--- src/rtl/mers_pkg.sv ---
package mers_pkg;
  typedef enum logic [1:0] {
    OP_ADD = 2'b00,
    OP_SUB = 2'b01,
    OP_MUL = 2'b10,
    OP_NEG = 2'b11
  } mers_op_e;

  // reference reduction used only by the checkers
  function automatic logic [31:0] mod_q(input logic [31:0] v, input logic [31:0] q);
    return v % q;
  endfunction
endpackage

--- src/rtl/mers_add.sv ---
module mers_add #(
  parameter int W = 13
) (
  input  logic [W-1:0] x_i,
  input  logic [W-1:0] y_i,
  output logic [W-1:0] s_o
);
  logic [W:0]   rc;   // ripple carries
  logic [W-1:0] raw;
  logic [W-1:0] hc;   // end-around half-adder carries

  assign rc[0] = 1'b0;
  assign hc[0] = rc[W];  // always re-added, zero or not

  for (genvar i = 0; i < W; i++) begin : g_bit
    assign raw[i]   = x_i[i] ^ y_i[i] ^ rc[i];
    assign rc[i+1]  = (x_i[i] & y_i[i]) | (rc[i] & (x_i[i] ^ y_i[i]));
    assign s_o[i]   = raw[i] ^ hc[i];
    if (i < W - 1) begin : g_hc
      assign hc[i+1] = raw[i] & hc[i];
    end
  end
endmodule

--- src/rtl/mers_mul.sv ---
module mers_mul #(
  parameter int W = 13
) (
  input  logic [W-1:0] x_i,
  input  logic [W-1:0] y_i,
  output logic [W-1:0] p_o
);
  localparam int ROWS = W;

  logic [W-1:0]   sv [ROWS+1];
  logic [W-1:0]   cv [ROWS+1];
  logic [2*W-1:0] dbl;

  assign dbl   = {x_i, x_i};
  assign sv[0] = '0;
  assign cv[0] = '0;

  for (genvar k = 0; k < ROWS; k++) begin : g_row
    logic [W-1:0] pp, cin;
    assign pp  = y_i[k] ? dbl[2*W-1-k -: W] : '0;         // x rotated left by k
    assign cin = {cv[k][W-2:0], cv[k][W-1]};              // top carry wraps to bit 0
    assign sv[k+1] = sv[k] ^ pp ^ cin;
    assign cv[k+1] = (sv[k] & pp) | (sv[k] & cin) | (pp & cin);
  end

  mers_add #(.W(W)) u_fin (
    .x_i (sv[ROWS]),
    .y_i ({cv[ROWS][W-2:0], cv[ROWS][W-1]}),
    .s_o (p_o)
  );
endmodule

--- src/rtl/mers_alu.sv ---
module mers_alu
  import mers_pkg::*;
#(
  parameter int W       = 13,
  parameter bit REG_OUT = 1'b1
) (
  input  logic         clk_i,
  input  logic         rst_ni,
  input  logic [1:0]   op_i,
  input  logic [W-1:0] a_i,
  input  logic [W-1:0] b_i,
  output logic [W-1:0] res_o
);
  localparam logic [31:0] Q   = (32'd1 << W) - 32'd1;
  localparam logic [31:0] TWO = 32'd1 << W;

  mers_op_e     op;
  logic [W-1:0] b_sel, sum, prod, nxt;

  assign op    = mers_op_e'(op_i);
  assign b_sel = (op == OP_SUB) ? ~b_i : b_i;

  mers_add #(.W(W)) u_add (.x_i(a_i), .y_i(b_sel), .s_o(sum));
  mers_mul #(.W(W)) u_mul (.x_i(a_i), .y_i(b_i),   .p_o(prod));

  always_comb begin
    unique case (op)
      OP_ADD, OP_SUB: nxt = sum;
      OP_MUL:         nxt = prod;
      default:        nxt = ~b_i;
    endcase
  end

  if (REG_OUT) begin : g_reg
    logic live_q;

    always_ff @(posedge clk_i or negedge rst_ni) begin
      if (!rst_ni) begin
        res_o  <= '0;
        live_q <= 1'b0;
      end else begin
        res_o  <= nxt;
        live_q <= 1'b1;
      end
    end

    assert_add_R1: assert property (@(posedge clk_i) disable iff (!rst_ni)
      (live_q && $past(op_i) == 2'b00) |->
        mod_q(32'(res_o), Q) == mod_q(32'($past(a_i)) + 32'($past(b_i)), Q));

    assert_wrap_R2: assert property (@(posedge clk_i) disable iff (!rst_ni)
      (live_q && $past(op_i) == 2'b00 && (32'($past(a_i)) + 32'($past(b_i)) >= TWO)) |->
        32'(res_o) == 32'($past(a_i)) + 32'($past(b_i)) - TWO + 32'd1);

    assert_sub_R3: assert property (@(posedge clk_i) disable iff (!rst_ni)
      (live_q && $past(op_i) == 2'b01) |->
        mod_q(32'(res_o), Q) ==
        mod_q(mod_q(32'($past(a_i)), Q) + Q - mod_q(32'($past(b_i)), Q), Q));

    assert_neg_R4: assert property (@(posedge clk_i) disable iff (!rst_ni)
      (live_q && $past(op_i) == 2'b11) |-> res_o == ~$past(b_i));

    assert_mul_R5: assert property (@(posedge clk_i) disable iff (!rst_ni)
      (live_q && $past(op_i) == 2'b10) |->
        mod_q(32'(res_o), Q) == mod_q(32'($past(a_i)) * 32'($past(b_i)), Q));

    assert_first_R7: assert property (@(posedge clk_i) disable iff (!rst_ni)
      !live_q |=> live_q);
  end else begin : g_comb
    assign res_o = nxt;
  end
endmodule

--- config.mk ---
export PLATFORM = sky130hd
export DESIGN_NAME = mers_alu
export DESIGN_NICKNAME = d
export VERILOG_FILES = /design/src/rtl/mers_pkg.sv /design/src/rtl/mers_add.sv /design/src/rtl/mers_mul.sv /design/src/rtl/mers_alu.sv
export SDC_FILE = /design/constraint.sdc
export NUM_CORES = 1
export LEC_CHECK = 0
export ABC_AREA = 0
export ABC_CLOCK_PERIOD_IN_PS = 800
export BUFFER_PORTS_ARGS = -buffer_cell sky130_fd_sc_hd__buf_2
export CAP_MARGIN = 25
export CORE_ASPECT_RATIO = 0.7
export CORE_MARGIN = 2
export CORE_UTILIZATION = 55
export CTS_CLUSTER_DIAMETER = 60
export DETAILED_ROUTE_END_ITERATION = 8
export PLACE_DENSITY_LB_ADDON = 0.15
export SYNTH_ARGS = -nofsm -noshare
export SYNTH_HDL_FRONTEND = slang
export SYNTH_HIERARCHICAL = 1
export SYNTH_SLANG_ARGS = --single-unit
--- constraint.sdc ---
create_clock -name clk_i -period 0.8 [get_ports clk_i]
set_clock_uncertainty 0.1 [all_clocks]
set_input_delay 0.16 -clock clk_i [delete_from_list [all_inputs] [get_ports clk_i]]
set_output_delay 0.16 -clock clk_i [all_outputs]
set_load 0.05 [all_outputs]
==> run summary <==
outcome -> finished, violations left
failing checks -> setup timing
dpl hpwl -> 12,900 um
Post-Syn Area -> 6500 um^2
critical path class -> in -> reg
Largest Register -> res_o
Syn Area/Cell -> 10.6 um^2
global placer's final weighted congestion -> 0.859
root buffer cell -> clkbuf_16
Synth Area in Compound Gates -> 0.0129
largest family of logic cells by synthesized area -> adder cells
mux contribution to synthesized area -> 0
Final Util -> 0.660
clk sink count -> 13
Inst Count DP -> 824
Data arrival, critical path -> 12.29 ns
Max stage delay cell, worst path -> fa_1
worst slew pin tran -> 0.335 ns
post-synth cell types -> 21
Synth top area share -> 0.515
Tmin final -> 12.23 ns
antenna violations before repair -> 1
final antenna-violating net count -> 0
top flop regs -> res_o (13)
Worst Hold Class -> in -> reg
io pins -> 43
cell taking the most area after synthesis -> fa_1
Port Buf Inserts -> 42
Synth Area in Adders -> 0.590
# setup viols final -> 26
max reg flops -> 13
chip width -> 134 um
CTS tree -> yes
DR pass1 iterations -> 4
Final period util -> 15.3
Total Wirelength -> 15,000 um
Initial DRC Count -> 220
fill cell count -> 889
slew margin rel. -> 0.777
xor-xnor portion of the synthesized cell area -> 0.0318
vias per inst -> 4.95
global-route wire length before repair -> 24,800 um
largest net degree at the start of global routing -> 27
GRT Total Usage -> 0.258
core area -> 11,600 um^2
Worst Slack Setup Final -> -11.43 ns
Async S/R FF share, synth -> 1.00
Crit path largest cell delay -> 0.56 ns
Top FF cell, synth -> dfrtp_1
crit end category -> flop
Max Slew Vio Count -> 0
synth-to-layout area growth -> 17.8%
Seq/Total Area, Yosys -> 0.0501
H-tree depth -> 1
Post-synth EDFFs -> 0
Top cell by count, worst path -> fa_2
post-synthesis register bit count -> 13
synth top area cells -> fa_1 (51%), and2_1 (14%), ha_1 (7.5%)
Commonest cells post-synth -> fa_1 (167), and2_1 (144), inv_1 (126)
Mapped Cells -> 615
syn nets -> 851
final hold vios -> 0
total gr overflow -> 0
Die Y -> 94.9 um
Synth Area in Simple Gates -> 0.192
CP Data Required Time -> 0.86 ns
routed len/inst -> 18.0 um
DRC viols -> 0
yosys warns -> 6
FP Rows -> 33
vias in the first global route -> 4,666
Max clock buf depth -> 2
max cap viols -> 0
CP Max Fanout -> 9
Layout Nets -> 911
CTS buffer count -> 3
Initial Util -> 0.560
non-filler instance count after layout -> 832
die area -> 12,700 um^2
count leader, synth -> fa_1
share of post-route cells with drive strength above 1 -> 0.306
Startpoint Class -> input port
CTS clk-pin slew, worst paths -> 0.05 ns
fmax -> 81.8 MHz
vias -> 4,120
RSZ-0062 raised after global routing -> true
-- critical path, delay by kind of cell --
family                   cells  cell delay, ns
adder cells (fa/ha/maj)     37           11.29
buffers and inverters        5            0.30
AND/OR/NAND/NOR              2            0.24
AO/OA/AOI/OAI                1            0.16
XOR/XNOR                     1            0.13
-- timing repair --
action / 4_1_cts / 5_1_grt
setup buffers: 1 / 0
endpoints found under the setup margin: 26 / 38
endpoints found under the hold margin: 13 / 0
cloned: 1 / 0
pin swaps: 3 / 2
hold buffers: 1 / 0
gates resized for setup: 68 / 10
-- cell type report --
type | instances | area [um^2] | share of cell area
diodes | 1 | 2.50 | 0.000327
clock buffers | 3 | 75.1 | 0.00981
clock inverters | 1 | 5.00 | 0.000654
inverters | 126 | 473 | 0.0618
multi-input cells | 443 | 5850 | 0.764
flip-flops and latches | 13 | 340 | 0.0445
well taps | 157 | 196 | 0.0257
repair buffers | 88 | 711 | 0.0929
-- logic make-up after synthesis --
| family | after synthesis |
|---|---|
| AO/OA/AOI/OAI | 13 |
| AND/OR/NAND/NOR | 209 |
| adder cells (fa/ha/maj) | 206 |
| flip-flops | 13 |
| XOR/XNOR | 15 |
| buffers and inverters | 159 |
-- routing by layer --
metal / routed length [um] / track usage
met2: 6530 / 0.403
met1: 7620 / 0.407
met4: 44 / 0.0186
met3: 802 / 0.0322
met5: 0 / 0
-- metrics by stage --
stage	hold WS, ns	setup TNS [ns]	worst slack, ns	area (um^2)
after global routing	0.252	-145.86	-11.70	7650
after floorplan	-0.236	-136.99	-11.21	6780
after global placement	-0.0443	-142.52	-11.59	7170
after CTS	0.220	-142.19	-11.41	7590
after detailed placement	-0.0259	-144.44	-11.79	7170
final	0.228	-142.61	-11.43	7650
-- layout by cell type (no fill, tap or decap), types with 7 or more instances in the layout --
| cell | instances |
|---|---|
| and2_1 | 138 |
| fa_1 | 130 |
| inv_1 | 122 |
| buf_4 | 44 |
| fa_2 | 37 |
| buf_2 | 23 |
| ha_1 | 21 |
| ha_4 | 17 |
| nand2_1 | 16 |
| buf_6 | 16 |
| nand2b_1 | 15 |
| nor2_1 | 12 |
| dfrtp_2 | 12 |
| nand2b_4 | 10 |
| xnor2_2 | 10 |
| and2_2 | 9 |
| and2_4 | 7 |
-- final timing paths --
check                      depth (start not counted)    from                  end
max                                               46  b_i[0]  res_o[12]$_DFF_PN0_
min                                                4  b_i[1]   res_o[1]$_DFF_PN0_
max in group asynchronous                          2  rst_ni   res_o[4]$_DFF_PN0_
min in group asynchronous                          2  rst_ni   res_o[8]$_DFF_PN0_
Power is not shown: default switching activity piles up to over one toggle a cycle in this logic, so the estimate is an artifact.
